$ cat config.mk
export PLATFORM = sky130hd
export DESIGN_NAME = bmalloc_top
export DESIGN_NICKNAME = d
export VERILOG_FILES = /design/src/rtl/bmalloc_pkg.sv /design/src/rtl/bmalloc_datapath.sv /design/src/rtl/bmalloc_ctrl.sv /design/src/rtl/bmalloc_top.sv
export SDC_FILE = /design/constraint.sdc
export NUM_CORES = 1
export LEC_CHECK = 0
export BUFFER_PORTS_ARGS = -buffer_cell sky130_fd_sc_hd__buf_4
export CORE_ASPECT_RATIO = 1.5
export CORE_MARGIN = 2
export CORE_UTILIZATION = 62
export CTS_BUF_LIST = sky130_fd_sc_hd__clkbuf_8
export DETAILED_ROUTE_END_ITERATION = 10
export PLACE_DENSITY = 0.81
export SLEW_MARGIN = 20
export SYNTH_ARGS = -nofsm -noshare
export SYNTH_HDL_FRONTEND = slang
export SYNTH_HIERARCHICAL = 1
export SYNTH_SLANG_ARGS = --single-unit
$ cat constraint.sdc
create_clock -name clk -period 6.8 [get_ports clk]
set_input_delay 1.36 -clock clk [delete_from_list [all_inputs] [get_ports clk]]
set_output_delay 1.36 -clock clk [all_outputs]
set_load 0.05 [all_outputs]
$ cat src/rtl/bmalloc_pkg.sv
package bmalloc_pkg;

  typedef enum logic {ST_IDLE, ST_SEARCH} state_t;

  // strobes from control to datapath
  typedef struct packed {
    logic load;     // latch request geometry, rewind search
    logic advance;  // step to next candidate
    logic commit;   // claim current candidate, report offset
    logic fail;     // report out-of-memory
    logic relBits;  // apply a release
  } strobe_t;

  // contiguous run of n ones, n in 0..32
  function automatic logic [31:0] maskOf(input logic [5:0] n);
    logic [31:0] m;
    if (n >= 6'd32) m = '1;
    else m = (32'd1 << n[4:0]) - 32'd1;
    return m;
  endfunction

  // smallest power of two not below n (n in 1..32)
  function automatic logic [5:0] strideOf(input logic [5:0] n);
    logic [5:0] s;
    s = 6'd32;
    for (int i = 5; i >= 0; i--) begin
      if ((7'd1 << i) >= {1'b0, n}) s = 6'(7'd1 << i);
    end
    return s;
  endfunction

endpackage

$ cat src/rtl/bmalloc_datapath.sv
module bmalloc_datapath
  import bmalloc_pkg::*;
#(
  parameter int MAP_WORDS = 2,
  parameter int RAM_BYTES = 16384,
  parameter int SIZE_W    = 16,
  parameter int OFF_W     = 15
) (
  input  logic              clk,
  input  logic              rst,
  input  strobe_t           stb,
  input  logic [SIZE_W-1:0] allocSize,
  input  logic [OFF_W-1:0]  freeOffset,
  input  logic [SIZE_W-1:0] freeSize,
  output logic              reqBad,
  output logic              candHit,
  output logic              candLast,
  output logic              resultValid,
  output logic [OFF_W-1:0]  resultOffset
);

  localparam int BLOCK_BYTES = RAM_BYTES / 32 / MAP_WORDS;
  localparam int BLK_SH      = $clog2(BLOCK_BYTES);
  localparam int WIDX_W      = (MAP_WORDS > 1) ? $clog2(MAP_WORDS) : 1;
  localparam int CNT_W       = SIZE_W + 1;
  localparam int IDX_W       = OFF_W - BLK_SH;

  logic [31:0] bitmap [MAP_WORDS];

  // request geometry
  logic [CNT_W-1:0] reqBlocks;
  assign reqBlocks = ({1'b0, allocSize} + CNT_W'(BLOCK_BYTES - 1)) >> BLK_SH;
  assign reqBad    = (allocSize == '0) || (reqBlocks > CNT_W'(32));

  logic [31:0]       reqMask;
  logic [5:0]        reqStride;
  logic [WIDX_W-1:0] curWord;
  logic [5:0]        curPos;

  // current candidate
  logic [31:0] candMask;
  logic [6:0]  nextPos;
  logic        wordEnd;
  assign candMask = reqMask << curPos[4:0];
  assign candHit  = (bitmap[curWord] & candMask) == '0;
  assign nextPos  = {1'b0, curPos} + {1'b0, reqStride};
  assign wordEnd  = nextPos >= 7'd32;
  assign candLast = wordEnd && (curWord == WIDX_W'(MAP_WORDS - 1));

  // release geometry
  logic [IDX_W-1:0] freeIdx;
  logic [IDX_W-1:0] freeWordSel;
  logic [CNT_W-1:0] freeBlocks;
  logic [5:0]       freeCnt;
  logic [31:0]      freeMask;
  assign freeIdx     = freeOffset[OFF_W-1:BLK_SH];
  assign freeWordSel = freeIdx >> 5;
  assign freeBlocks  = ({1'b0, freeSize} + CNT_W'(BLOCK_BYTES - 1)) >> BLK_SH;
  assign freeCnt     = (freeBlocks >= CNT_W'(32)) ? 6'd32 : freeBlocks[5:0];
  assign freeMask    = maskOf(freeCnt) << freeIdx[4:0];

  always_ff @(posedge clk) begin
    if (rst) begin
      reqMask   <= '0;
      reqStride <= 6'd1;
      curWord   <= '0;
      curPos    <= '0;
    end else if (stb.load) begin
      reqMask   <= maskOf(reqBlocks[5:0]);
      reqStride <= strideOf(reqBlocks[5:0]);
      curWord   <= '0;
      curPos    <= '0;
    end else if (stb.advance) begin
      if (wordEnd) begin
        curPos  <= '0;
        curWord <= curWord + WIDX_W'(1);
      end else begin
        curPos  <= nextPos[5:0];
      end
    end
  end

  // one register word per bitmap word
  for (genvar w = 0; w < MAP_WORDS; w++) begin : g_word
    always_ff @(posedge clk) begin
      if (rst) begin
        bitmap[w] <= '0;
      end else if (stb.commit && (curWord == WIDX_W'(w))) begin
        bitmap[w] <= bitmap[w] | candMask;
      end else if (stb.relBits && (freeWordSel == IDX_W'(w))) begin
        bitmap[w] <= bitmap[w] & ~freeMask;
      end
    end
  end

  logic [WIDX_W+4:0] blkIdx;
  assign blkIdx = {curWord, curPos[4:0]};

  always_ff @(posedge clk) begin
    if (rst) begin
      resultValid  <= 1'b0;
      resultOffset <= '0;
    end else begin
      resultValid <= stb.commit | stb.fail;
      if (stb.commit) resultOffset <= OFF_W'(blkIdx) << BLK_SH;
      else if (stb.fail) resultOffset <= OFF_W'(RAM_BYTES);
    end
  end

endmodule

$ cat src/rtl/bmalloc_ctrl.sv
module bmalloc_ctrl
  import bmalloc_pkg::*;
(
  input  logic    clk,
  input  logic    rst,
  input  logic    allocValid,
  input  logic    freeValid,
  input  logic    reqBad,
  input  logic    candHit,
  input  logic    candLast,
  output strobe_t stb,
  output logic    allocReady,
  output logic    freeReady,
  output logic    busy
);

  state_t state, stateNext;

  always_comb begin
    stb       = '0;
    stateNext = state;
    case (state)
      ST_IDLE: begin
        if (allocValid) begin
          stb.load = 1'b1;
          if (reqBad) stb.fail = 1'b1;
          else stateNext = ST_SEARCH;
        end else if (freeValid) begin
          stb.relBits = 1'b1;
        end
      end
      ST_SEARCH: begin
        if (candHit) begin
          stb.commit = 1'b1;
          stateNext  = ST_IDLE;
        end else if (candLast) begin
          stb.fail  = 1'b1;
          stateNext = ST_IDLE;
        end else begin
          stb.advance = 1'b1;
        end
      end
      default: stateNext = ST_IDLE;
    endcase
  end

  always_ff @(posedge clk) begin
    if (rst) state <= ST_IDLE;
    else state <= stateNext;
  end

  assign busy       = (state == ST_SEARCH);
  assign allocReady = !busy;
  assign freeReady  = !busy && !allocValid;

endmodule

$ cat src/rtl/bmalloc_top.sv
module bmalloc_top
  import bmalloc_pkg::*;
#(
  parameter int MAP_WORDS = 2,
  parameter int RAM_BYTES = 16384,
  parameter int SIZE_W    = 16,
  parameter int OFF_W     = $clog2(RAM_BYTES) + 1
) (
  input  logic              clk,
  input  logic              rst,
  input  logic              allocValid,
  input  logic [SIZE_W-1:0] allocSize,
  output logic              allocReady,
  input  logic              freeValid,
  input  logic [OFF_W-1:0]  freeOffset,
  input  logic [SIZE_W-1:0] freeSize,
  output logic              freeReady,
  output logic              busy,
  output logic              resultValid,
  output logic [OFF_W-1:0]  resultOffset
);

  strobe_t stb;
  logic    reqBad;
  logic    candHit;
  logic    candLast;

  bmalloc_ctrl u_ctrl (
    .clk        (clk),
    .rst        (rst),
    .allocValid (allocValid),
    .freeValid  (freeValid),
    .reqBad     (reqBad),
    .candHit    (candHit),
    .candLast   (candLast),
    .stb        (stb),
    .allocReady (allocReady),
    .freeReady  (freeReady),
    .busy       (busy)
  );

  bmalloc_datapath #(
    .MAP_WORDS (MAP_WORDS),
    .RAM_BYTES (RAM_BYTES),
    .SIZE_W    (SIZE_W),
    .OFF_W     (OFF_W)
  ) u_dp (
    .clk          (clk),
    .rst          (rst),
    .stb          (stb),
    .allocSize    (allocSize),
    .freeOffset   (freeOffset),
    .freeSize     (freeSize),
    .reqBad       (reqBad),
    .candHit      (candHit),
    .candLast     (candLast),
    .resultValid  (resultValid),
    .resultOffset (resultOffset)
  );

endmodule

==> results by stage <==
Setup path:
- The critical path in this run is classified as reg -> reg.
- Among all stages on the critical path, the largest delay is contributed by a21oi_1.
- Counting cells, the worst reg-to-reg path comes to 17.
- The type of origin of the critical path is a flop.
- The critical path runs through a total of 17 cells.
- The signal on the critical path passes through buf_4, mux4_2, mux2i_1, nor2_1, a21oi_1, inv_1, a21oi_1, o22ai_1, or4_1, nor4_1, inv_1, nor2_1, buf_4, nand2_1, a21oi_1, o21ai_0, nor3_1.
- STA puts the critical path data required time at 7.08 ns.
- The cell family contributing the most delay on the critical path is simple AND/OR/NAND/NOR gates.
- STA classifies the critical path endpoint as a flop.
- The cell with the most instances on the worst path is a21oi_1.
- The worst stage delay on the critical path is 0.86 ns.
- The data arrival time of the critical path is 6.24 ns.
- Along the worst path, the maximum fanout reaches 20.
- The critical path contains buffers and inverters numbering 4 combined.

Drt:
- The count of antenna-violating nets left after detailed routing is 0.
- For this run, the detailed router's first-pass iteration total came to 6.
- Wires add up to 41000 µm.
- The number of vias per cell is 7.25.
- The wire length per cell is 23.0 µm.
- In the routed design, unresolved DRC markers number 0.
- After the first detailed-routing iteration, the DRC count stood at 1909.
- The count of vias placed by the detailed router is 12940.

Clock network:
- Buffers added to address setup during post-CTS repair amount to 0.
- The number of buffers inserted by hold repair at cts is 0.
- The clock transition time at the flip-flop clock pins of the worst setup and hold paths is 0.08 ns.
- CTS saw 119 sinks.
- TritonCTS built the clock tree.
- The number of buffers on the longest clock path is 2.
- The CTS root buffer is clkbuf_8.
- The maximum level of the CTS H-tree is 4.
- The later pin in the worst-skew pair is clocked with a latency of 0.46 ns.
- The count of instances resized after the clock tree is built is 0.
- In this run, CTS created clock tree buffers numbering 17.

Synthesis:
- By area, the combinational part of the netlist is dominated by compound AO/OA/AOI/OAI gates.
- The Yosys step of the flow raised 6 warnings.
- In this run, synthesis inferred 64 flip-flops with an integrated enable.
- The count of different cell masters after synthesis is 85.
- The post-synthesis compound-gate area fraction is 0.300.
- The synthesized design contains 119 register bits.
- The share of the Yosys chip area taken by registers is 0.259.
- The share of the synthesized netlist area taken by xor and xnor gates is 0.0142.
- The post-synthesis adder-cell area fraction is 0.0103.
- The dominant register cell in the synthesized netlist is edfxtp_1.
- The post-synthesis async set-or-reset flop share is 0.
- The cell area that synthesis handed to floorplanning was 11700 µm².
- Synthesis produced a netlist whose cell count is 1548.
- Measured against the total synthesized area, the mux share comes to 0.124.
- Each instance of the synthesized netlist takes up on average 7.55 µm².
- The post-synthesis share of cell area spent on and, or, nand and nor gates is 0.235.

Finish:
- The area growth from synthesis to layout is 7.26%.
- In the final layout, the share of cells above drive strength 1 is 0.132.
- The layout net count is 1580.
- The number of antenna diodes in the final layout is 0.
- The filler cells instantiated in the layout total 1560.
- The top cell types in the final layout, fill and taps aside, are 209 x nor2_1, 148 x a21oi_1, 146 x nand2_1.
- The multi-input combinational cells in the finished layout cover a total of 8050 µm².
- The flip-flop and latch area is 3030 µm².
- The most common cell after layout, fill and taps aside is nor2_1.

Placed design:
- After legalization and detailed placement, the total HPWL measured 28900 µm.
- The worst slack after detailed placement is 0.722 ns.
- The weighted congestion at the end of routability-driven global placement is 1.04.
- The quantity of I/O buffers inserted on ports is 53.

STA:
- Across the routed clock network, the largest skew measured is 0.0248 ns.
- The worst relative slew slack is 0.177.
- Setup repair after global routing left no endpoint under its margin.
- The final critical-path required period is 5.96 ns.
- Derived from the worst setup path, the maximum achievable clock frequency is 0.168 GHz.
- The post-route worst setup slack is 0.842 ns.
- In the final timing run, aggregate negative setup slack is 0 ns.
- The final cycle utilization of the critical path is 0.876.
- The slew at the pin with the worst max-slew slack is 1.23 ns.
- Setup violations remaining at the end of the flow were counted as 0.
- The number of hold violations in the final report is 0.
- The number of max-slew violations in the final report is 0.

GRT:
- Global routing finished with a remaining overflow of 0.
- The number of antenna violations at the first check in global routing is 0.
- The first global-routing pass estimated 63100 µm of wire.
- The via count of the first global-routing pass came to 11509.
- In the global route stage, overall resource usage came out at 0.405.
- The largest net degree at the start of global routing is 60.

Power and ir drop:
- VDD sags by at most 0.000160 V.
- For this design the ratio of total power to cell area is 161 nW/µm².
- The leakage component of the power is 0.00432 µW.

Min path:
- The worst hold path belongs to the class reg -> reg.
- The count of cells along the worst hold path is 2.

Floorplanning:
- Row generation in the floorplan step produced 61 rows.
- From left edge to right edge, the die measures 116 µm.
- The initial utilization of the core area, before any placement, comes to 0.630.
- The die span in y is 172 µm.
- The floorplan step defined a core boundary enclosing 18500 µm².
- The area of the die is 20000 µm².
- For this design the top-level I/O count stands at 70.

Outcome:
- The flow ran to the end, and the final reports show no timing, DRC or antenna violations.

Flow run:
- The tool flagged a number of max-cap violations equal to 0.
[final timing paths]
kind	to	slack [ns]	from
setup / recovery	u_dp/bitmap[1][25]$_SDFFCE_PN0P_	0.84	u_dp/curPos[0]$_SDFFE_PP0P_
hold / removal	u_dp/resultOffset[13]$_SDFFE_PP0P_	0.46	u_dp/resultOffset[13]$_SDFFE_PP0P_
setup reg to reg	u_dp/bitmap[1][25]$_SDFFCE_PN0P_	0.84	u_dp/curPos[0]$_SDFFE_PP0P_
hold reg to reg	u_dp/resultOffset[13]$_SDFFE_PP0P_	0.46	u_dp/resultOffset[13]$_SDFFE_PP0P_
[kinds of logic (layout without fill, tap and decap cells)]
kind of cell / count (synthesis) / after routing
AO/OA/AOI/OAI: 529 / 529
multiplexers: 119 / 119
AND/OR/NAND/NOR: 587 / 587
buffers and inverters: 165 / 142
adder cells (fa/ha/maj): 9 / 9
flip-flops: 119 / 119
XOR/XNOR: 19 / 19
other: 1 / 8
[flip-flops by register name, summed over array words and instances, names as in the netlist, named ones only]
name / count
u_dp/resultValid: 1
u_dp/curPos: 6
u_dp/reqStride: 6
u_ctrl/busy: 1
u_dp/bitmap: 64
u_dp/curWord: 1
u_dp/reqMask: 32
u_dp/resultOffset: 7
[per-layer routing]
metal	track usage	up-vias	share of wire
li1	-	5802	-
met1	0.483	5985	0.36
met2	0.675	931	0.47
met3	0.0782	222	0.096
met4	0.232	0	0.072
met5	0	-	0
[stage by stage]
| stage | cells | power, µW | hold WS, ns | cell area, µm² | util |
|---|---|---|---|---|---|
| 3_3_place_gp | 1752 | 1320 | 0.448 | 12100 | 0.654 |
| 3_5_place_dp | 1752 | 1320 | 0.455 | 12100 | 0.654 |
| 5_1_grt | 1784 | 2090 | 0.488 | 12500 | 0.676 |
| 4_1_cts | 1783 | 2000 | 0.466 | 12500 | 0.676 |
| 6_report | 1784 | 2020 | 0.461 | 12500 | 0.676 |
| 2_1_floorplan | 1555 | 1180 | 0.449 | 11700 | - |
[Yosys cell counts, types with 12 or more instances]
master,count,area (µm²)
buf_1,13,48.8
o211ai_1,15,113
xnor2_1,14,123
nand2_1,146,548
mux2i_1,70,701
nor3_1,54,270
a211oi_1,39,293
a31oi_1,23,144
mux2_2,31,349
o21a_1,12,90.1
o22ai_1,21,131
edfxtp_1,64,1920
inv_1,24,90.1
clkbuf_1,107,402
nor2_1,209,785
a221oi_1,13,114
nor2b_1,17,106
and3_1,13,81.3
a21oi_1,148,741
nand4_1,15,93.8
o21ai_0,101,505
mux4_2,18,405
nand3_1,43,215
o221ai_1,13,114
nor4_1,15,93.8
dfxtp_1,55,1100
nand2b_1,16,100
[power by group]
group          switching (µW)  total [µW]  internal (µW)
Clock                     322         686            363
Sequential               33.5         827            794
Combinational             335         507            172
Total                     691        2020           1330
[cell type report]
cell class,count,area share
repair buffers,86,0.0513
clock inverters,14,0.0140
inverters,25,0.00748
well taps,252,0.0251
clock buffers,17,0.0187
flip-flops and latches,119,0.241
multi-input cells,1271,0.642
[worst min-delay path, stage by stage (launching register included)]
cell and delay, ns:
dfxtp_1 0.31, nand2_1 0.05, a21oi_1 0.05
Power figures use the tool's default switching activity.
